**config.mk**
```make
export PLATFORM = sky130hd
export DESIGN_NAME = dual_event_snapshot
export DESIGN_NICKNAME = d
export VERILOG_FILES = /design/src/rtl/evs_pkg.sv /design/src/rtl/evs_edge_detect.sv /design/src/rtl/evs_counter.sv /design/src/rtl/evs_regfile.sv /design/src/rtl/dual_event_snapshot.sv
export SDC_FILE = /design/constraint.sdc
export NUM_CORES = 1
export LEC_CHECK = 0
export ABC_AREA = 0
export BUFFER_PORTS_ARGS = -buffer_cell sky130_fd_sc_hd__clkbuf_2
export CAP_MARGIN = 20
export CORE_UTILIZATION = 31
export CTS_BUF_LIST = sky130_fd_sc_hd__clkbuf_8
export DETAILED_ROUTE_END_ITERATION = 16
export GPL_ROUTABILITY_DRIVEN = 0
export PLACE_DENSITY = 0.49
export SLEW_MARGIN = 40
export SYNTH_ARGS = -nofsm -noshare
export SYNTH_HDL_FRONTEND = slang
export SYNTH_SLANG_ARGS = --single-unit
```
**constraint.sdc**
```tcl
create_clock -name clk -period 1.9 [get_ports clk]
set_clock_uncertainty 0.05 [all_clocks]
set_input_delay 0.285 -clock clk [delete_from_list [all_inputs] [get_ports clk]]
set_output_delay 0.285 -clock clk [all_outputs]
set_load 0.01 [all_outputs]
```
**src/rtl/evs_pkg.sv**
```systemverilog
`timescale 1ns/1ps
package evs_pkg;
    localparam int CNT_W      = 16;
    localparam int BYTE_W     = 8;
    localparam int NUM_CH     = 2;
    localparam int ADDR_W     = 8;
    localparam int CH_BYTES   = CNT_W / BYTE_W;
    localparam int SNAP_BYTES = NUM_CH * CH_BYTES;

    localparam logic [ADDR_W-1:0] ADDR_CTRL  = 8'h0C;
    localparam logic [ADDR_W-1:0] ADDR_SNAP0 = 8'h0D;

    // control byte bit positions: polarity for channel c sits at bit c
    localparam int BIT_CAP = 3;

    typedef logic [CNT_W-1:0] count_t;
    typedef logic [NUM_CH-1:0][CNT_W-1:0] count_bank_t;

    typedef enum logic {
        EDGE_FALL = 1'b0,
        EDGE_RISE = 1'b1
    } edge_sel_e;

    typedef struct packed {
        logic              cap;
        logic [NUM_CH-1:0] pol;
    } ctrl_t;

    function automatic logic edge_hit(edge_sel_e sel, logic cur, logic prev);
        if (sel == EDGE_RISE)
            return cur & ~prev;
        else
            return ~cur & prev;
    endfunction

    function automatic logic [BYTE_W-1:0] ctrl_to_byte(ctrl_t c);
        logic [BYTE_W-1:0] b;
        b = '0;
        for (int i = 0; i < NUM_CH; i++)
            b[i] = c.pol[i];
        b[BIT_CAP] = c.cap;
        return b;
    endfunction
endpackage

```
**src/rtl/evs_edge_detect.sv**
```systemverilog
`timescale 1ns/1ps
module evs_edge_detect
    import evs_pkg::*;
#(
    parameter int SYNC_STAGES = 2
) (
    input  logic      clk,
    input  logic      rst,
    input  logic      din,
    input  edge_sel_e sel,
    output logic      hit
);
    localparam int CHAIN_LEN = SYNC_STAGES + 1;

    logic [CHAIN_LEN-1:0] chain;

    always_ff @(posedge clk) begin
        if (rst)
            chain <= '0;
        else
            chain <= {chain[CHAIN_LEN-2:0], din};
    end

    assign hit = edge_hit(sel, chain[SYNC_STAGES-1], chain[SYNC_STAGES]);

    generate
        if (SYNC_STAGES == 2) begin : g_chk
            logic [1:0] age;
            always_ff @(posedge clk) begin
                if (rst)
                    age <= '0;
                else if (age != 2'd3)
                    age <= age + 2'd1;
            end
            // a detected edge traces back to a change of din two and three cycles earlier
            p_edge_origin_r4: assert property (@(posedge clk) disable iff (rst)
                (hit && age == 2'd3) |-> ($past(din, 2) != $past(din, 3)));
        end
    endgenerate
endmodule

```
**src/rtl/evs_counter.sv**
```systemverilog
`timescale 1ns/1ps
module evs_counter
    import evs_pkg::*;
(
    input  logic   clk,
    input  logic   rst,
    input  logic   inc,
    input  logic   clr,
    output count_t count
);
    always_ff @(posedge clk) begin
        if (rst || clr)
            count <= '0;
        else if (inc)
            count <= count + count_t'(1);
    end

    p_step_r2: assert property (@(posedge clk) disable iff (rst)
        (inc && !clr) |=> (count == count_t'($past(count) + count_t'(1))));

    p_hold_r3: assert property (@(posedge clk) disable iff (rst)
        (!inc && !clr) |=> $stable(count));

    p_clear_r8: assert property (@(posedge clk) disable iff (rst)
        clr |=> (count == '0));
endmodule

```
**src/rtl/evs_regfile.sv**
```systemverilog
`timescale 1ns/1ps
module evs_regfile
    import evs_pkg::*;
(
    input  logic              clk,
    input  logic              rst,
    input  logic [ADDR_W-1:0] reg_addr,
    input  logic              reg_wr,
    input  logic [BYTE_W-1:0] reg_wdata,
    input  count_bank_t       live,
    output logic [BYTE_W-1:0] reg_rdata,
    output logic [NUM_CH-1:0] pol,
    output logic [NUM_CH-1:0] clr
);
    ctrl_t             ctrl_q;
    count_bank_t       snap_q;
    logic              ctrl_hit;
    logic              capture;
    logic              in_snap;
    logic [ADDR_W-1:0] off;
    logic              unused_wdata;

    assign ctrl_hit     = (reg_addr == ADDR_CTRL);
    assign off          = reg_addr - ADDR_SNAP0;
    assign in_snap      = (reg_addr >= ADDR_SNAP0) && (int'(off) < SNAP_BYTES);
    assign capture      = reg_wr && ctrl_hit && reg_wdata[BIT_CAP] && !ctrl_q.cap;
    assign pol          = ctrl_q.pol;
    assign unused_wdata = ^reg_wdata;

    always_ff @(posedge clk) begin
        if (rst) begin
            ctrl_q <= '0;
        end else if (reg_wr && ctrl_hit) begin
            ctrl_q.cap <= reg_wdata[BIT_CAP];
            ctrl_q.pol <= reg_wdata[NUM_CH-1:0];
        end
    end

    always_ff @(posedge clk) begin
        if (rst)
            snap_q <= '0;
        else if (capture)
            snap_q <= live;
    end

    generate
        for (genvar c = 0; c < NUM_CH; c++) begin : g_clr
            assign clr[c] = reg_wr && !ctrl_q.cap && in_snap
                            && ((int'(off) / CH_BYTES) == c);
        end
    endgenerate

    always_comb begin
        reg_rdata = '0;
        if (ctrl_hit)
            reg_rdata = ctrl_to_byte(ctrl_q);
        else if (in_snap)
            reg_rdata = snap_q[int'(off) / CH_BYTES][(int'(off) % CH_BYTES) * BYTE_W +: BYTE_W];
    end

    p_capture_r6: assert property (@(posedge clk) disable iff (rst)
        capture |=> (snap_q == $past(live)));

    p_freeze_r7: assert property (@(posedge clk) disable iff (rst)
        !capture |=> $stable(snap_q));
endmodule

```
**src/rtl/dual_event_snapshot.sv**
```systemverilog
`timescale 1ns/1ps
module dual_event_snapshot
    import evs_pkg::*;
#(
    parameter int SYNC_STAGES = 2
) (
    input  logic              clk,
    input  logic              rst,
    input  logic [NUM_CH-1:0] ev_in,
    input  logic [ADDR_W-1:0] reg_addr,
    input  logic              reg_wr,
    input  logic [BYTE_W-1:0] reg_wdata,
    output logic [BYTE_W-1:0] reg_rdata
);
    logic [NUM_CH-1:0] pol;
    logic [NUM_CH-1:0] clr;
    logic [NUM_CH-1:0] hit;
    count_bank_t       live;

    generate
        for (genvar c = 0; c < NUM_CH; c++) begin : g_ch
            evs_edge_detect #(.SYNC_STAGES(SYNC_STAGES)) u_edge (
                .clk (clk),
                .rst (rst),
                .din (ev_in[c]),
                .sel (edge_sel_e'(pol[c])),
                .hit (hit[c])
            );
            evs_counter u_cnt (
                .clk   (clk),
                .rst   (rst),
                .inc   (hit[c]),
                .clr   (clr[c]),
                .count (live[c])
            );
        end
    endgenerate

    evs_regfile u_regs (
        .clk       (clk),
        .rst       (rst),
        .reg_addr  (reg_addr),
        .reg_wr    (reg_wr),
        .reg_wdata (reg_wdata),
        .live      (live),
        .reg_rdata (reg_rdata),
        .pol       (pol),
        .clr       (clr)
    );
endmodule

```
# Yosys cells after proc, flatten, opt, wreduce, memory -nomap -nowiden
# Cells that the tools add are included.
[totals] latch_bits=0 elab_cells=43 ff_bits=73 mem_count=0 ramBits=0 out_inout_bits=8 input_bits=21 mem_bits_ro=0
[op_classes] order_cmp=3 n_eq_ne=2 n_addsub=3 reduce_logical=12 n_bitwise=8 muxes=6 n_mul=0 div_mod_pow=0 n_shift=1
[ops] operator="16-bit by 1-bit adder with 16-bit output, second input constant" count=2
[ops] operator="32-bit zero test" count=1
[ops] operator="16-bit 2-to-1 mux" count=2
[ops] operator="8-bit 2-to-1 mux" count=2
[ops] operator="16-bit by 5-bit variable part select with 8-bit output" count=1
[ops] operator="8-bit by 4-bit equality test with 1-bit output, second input constant" count=1
[ops] operator="8-bit by 4-bit greater-or-equal comparator with 1-bit output, second input constant" count=1
[ops] operator="1-bit logical AND" count=8
[ops] operator="8-bit by 3-bit less-than comparator with 1-bit output, second input constant" count=1
[ops] operator="8-bit by 4-bit subtractor with 8-bit output, second input constant" count=1
[ops] operator="7-bit by 2-bit equality test with 1-bit output, second input constant" count=1
[ops] operator="7-bit by 2-bit less-than comparator with 1-bit output, second input constant" count=1
[ops] operator="1-bit bitwise AND" count=4
[ops] operator="1-bit inverter" count=4
[ops] operator="1-bit logical OR" count=2
[ops] operator="1-bit 2-to-1 mux" count=2
[ops] operator="1-bit zero test" count=1

# Longest topological paths before layout
[logic_depth] ltp_word=6 mapped_depth=9 mapped_depth_nobuf=6

# Cells and area by module
# Synthesis repeated with hierarchy kept, for this count alone.
[unflattened] hier_cells=348 hier_area_um2=3363.2
[modules_own_cells] module="evs_regfile" seq_area_each_um2=700.7 area_each_um2=1726.7 instances=1 cells_per_inst=168
[modules_own_cells] module="evs_counter" seq_area_each_um2=320.3 area_each_um2=716.9 instances=2 cells_per_inst=81
[modules_own_cells] module="evs_edge_detect" seq_area_each_um2=60.1 area_each_um2=101.3 instances=2 cells_per_inst=9

# Worst setup path before layout
# No wires, ideal clock.
[synth_path] kind="input -> output" start="input port reg_addr[0]" end="output port reg_rdata[0]" arrival_ps=1855 t_required_ps=1565 slack_ps=-290 path_stages=7 path_buffers=1 path_cell_list="buf_2 -> inv_1 -> ha_1 -> xnor2_1 -> nor4_1 -> nand3_1 -> o21ai_0"
[synth_between] elab_chain_len=6 word_cells_on_any_way=10 cone_classes="1 x add/sub; 2 x order compare; 1 x eq/ne; 1 x shift; 4 x mux; 1 x reduce/logical"
[synth_lines] item="from (decl)" line_no="dual_event_snapshot.sv:10" rtl="input logic [ADDR_W-1:0] reg_addr,"
[synth_lines] item="8-bit by 4-bit subtractor with 8-bit output" line_no="evs_regfile.sv:24" rtl="assign off = reg_addr - ADDR_SNAP0;"
[synth_lines] item="16-bit 2-to-1 mux (not written as such) (2 in a row)" line_no="evs_regfile.sv:58" rtl="reg_rdata = snap_q[int'(off) / CH_BYTES][(int'(off) % CH_BYTES) * BYTE_W +: BYTE_W];"
[synth_lines] item="16-bit by 5-bit variable part select with 8-bit output" line_no="evs_regfile.sv:58"
[synth_lines] item="8-bit 2-to-1 mux" line_no="evs_regfile.sv:57" rtl="else if (in_snap)"
[synth_lines] item="8-bit 2-to-1 mux (*)" line_no="evs_regfile.sv:55" rtl="if (ctrl_hit)"
[synth_lines] item="to (decl)" line_no="dual_event_snapshot.sv:13" rtl="output logic [BYTE_W-1:0] reg_rdata"
# Every way passes the cells marked *; elsewhere a longest branch is shown, timed or not. The select of a mux whose other input is x is not followed.

# Worst setup path in the final report
# Ends and elaborated chain as after synthesis.

==> metrics.md <==
| Metric | Value |
|---|---|
| Status | complete, no violations |
| Layout Nets | 414 |
| # hold bufs at CTS | 0 |
| Final Instance Area | 4140 um^2 |
| Most frequent cell after synthesis | dfxtp_1 |
| Most instantiated cells after synthesis | 73 x dfxtp_1, 47 x nor2_1, 33 x mux2i_1 |
| Max clock buf depth | 2 |
| Worst-Skew Late Latency | 340 ps |
| Yosys warns | 0 |
| All-layer global routing usage | 0.139 |
| CTS H-tree lvls | 3 |
| DR vias/cell | 4.87 |
| Hold path cells | 2 |
| Post-synth EDFFs | 0 |
| Ys async rst share | 0 |
| Post-synth top area share | 0.445 |
| DP Cell Count | 513 |
| Final Slew Violations | 0 |
| Min Tclk post-route | 1870 ps |
| DIE WIDTH | 105 um |
| FF-to-FF End | g_ch[1].u_cnt.count[15] |
| DRC Markers | 0 |
| Worst r2r src | g_ch[1].u_edge.chain[2] |
| Post-synthesis sequential area ratio | 0.445 |
| CP Data Required Time | 1560 ps |
| Dpl hpwl | 5220 um |
| Worst IR drop on VDD | 0.312 mV |
| Detailed Route WL | 7170 um |
| Sink Count | 73 |
| CP Max Fanout | 8 |
| Final Cycle Share | 0.985 |
| Max transition margin | 0.610 |
| Hold Path Sink | g_ch[0].u_edge.chain[0] |
| Netlist cell types | 41 |
| Power Total | 3260 uW |
| First-pass detailed-route iteration total | 5 |
| CP arrival | 1540 ps |
| Actual slew at the worst max-slew pin | 582 ps |
| Via count | 2581 |
| Share of layout cells above drive strength 1 | 0.234 |
| Initial core utilization | 0.319 |
| CTS Buf Count | 9 |
| Power per cell area | 786 nW/um^2 |
| Final antenna-violating net count | 0 |
| CTS clk-pin slew, worst paths | 80 ps |
| Static leakage | 0.00143 uW |
| Peak Freq | 534 MHz |
| Die Span Y | 105 um |
| Cells after synthesis | 345 |
| Vias in the first global route | 2479 |
| CTS Root Cell | clkbuf_8 |
| Leading area contributor after synthesis | dfxtp_1 |
| First-pass GRT wire length | 12100 um |
| Routed len/inst | 13.5 um |
| Hold_sp | ev_in[0] |
| Critical Path Start Type | primary input |
| Number of buffers added on ports | 23 |
| Core Area | 10300 um^2 |
| Initial antenna violation count | 0 |
| Largest cells by area after synthesis | dfxtp_1 45%, mux2i_1 10%, mux4_2 5.5% |
| Layout Cells excl Fill | 530 |
| Area grow syn2layout | 26.3% |
| Synth Cell Area | 3280 um^2 |
| RSZ-0062 raised after global routing | yes |
| WS Path Type | in -> out |
| Syn nets | 370 |
| Synth Area per Inst | 9.51 um^2 |
| Most used flip-flop cell after synthesis | dfxtp_1 |
| Critical Path End Type | output pin |
| Antenna diode count | 0 |
| Max-Cap Viols | 0 |
| Post-DP Area | 3790 um^2 |
| Pin count of the biggest net entering global routing | 26 |
| R2R depth | 4 |
| Hold Path Class | in -> reg |
| Die area | 11000 um^2 |
| Remaining global-route overflow | 0 |
| First DRT Iteration DRCs | 47 |
| Ports | 29 |
| FF+latch count, synth | 73 |
| Final hold violations | 0 |
| CTS tree | done |
| Placement row count | 37 |
| Final setup violation count | 0 |
| Worst R2R Setup Slack | 80 ps |
layer usage:
layer  GRT usage  up-vias  share of wire
met2       0.236       24           0.49
met5           0        -              0
met3      0.0381        8          0.027
li1            -     1312              -
met4      0.0433        0          0.010
met1       0.171     1237           0.47
cell families (layout without fill, tap and decap cells):
family	after synthesis	after routing	share of synthesized area
xor+xnor	15	15	0.0400
fa+ha+maj	4	4	0.0153
simple gates	129	129	0.204
flops	73	73	0.445
mux	41	41	0.156
compound gates	57	57	0.103
buf+inv	26	75	0.0362
worst max-delay path by stage:
stage,slack (ps),to,cells past startpoint,start
2_1_floorplan,9,reg_rdata[0],7,reg_addr[0]
3_3_place_gp,-120,reg_rdata[2],9,reg_addr[1]
3_5_place_dp,-150,reg_rdata[2],9,reg_addr[1]
4_1_cts,5,reg_rdata[2],6,reg_addr[1]
5_1_grt,-50,reg_rdata[0],9,reg_addr[0]
6_report,30,reg_rdata[0],9,reg_addr[0]
per-stage QoR:
| step | util | setup TNS [ps] | setup WS [ps] | hold slack, ps |
|---|---|---|---|---|
| 2_1_floorplan | - | 0 | 8.71 | 363 |
| 4_1_cts | 0.396 | 0 | 4.81 | 85.6 |
| 3_5_place_dp | 0.369 | -1110 | -152 | 375 |
| 3_3_place_gp | 0.369 | -647 | -121 | 369 |
| 5_1_grt | 0.403 | -196 | -54.4 | 102 |
| 6_report | 0.403 | 0 | 27.7 | 96.4 |
cell type report:
class,instances,area (um^2)
Clock buffer,9,124
Fill cell,1039,6130
Inverter,12,50.0
Tap cell,136,170
Multi-Input combinational cell,246,1810
Timing Repair Buffer,47,394
Sequential cell,73,1460
Clock inverter,7,134
report_power, final:
group	total, uW	switching (uW)	internal, uW
clock network	1570	572	996
logic	148	76.9	71.5
registers	1540	5.60	1540
worst max-delay path, cell delays in order:
cell and delay [ps]:
buf_8 80, inv_4 40, ha_4 170, xnor2_4 120
nor4_4 260, nand3_2 140, buf_12 170, o21ai_2 140
buf_2 150
placed cells by master (no fill, tap or decap), drive strengths merged, types with 14 or more instances in the layout:
master	Yosys	final
buf	6	30
nor2	47	47
mux2i	33	33
dfxtp	73	73
or3	14	14
a21oi	22	22
clkbuf	8	26
o21ai	19	19
nand2	17	17
registers in the layout, summed over array words and instances, names as in the netlist:
register / cells
u_regs.ctrl_q: 1
u_regs.pol: 2
g_ch.u_cnt.count: 32
u_regs.snap_q: 32
g_ch.u_edge.chain: 6
timing repair:
| action | in CTS | in global routing |
|---|---|---|
| setup buffers | 0 | 1 |
| setup endpoints to repair | 8 | 8 |
| pin swaps | 1 | 4 |
| gates resized for setup | 3 | 18 |
(Power assumes the default switching activity.)
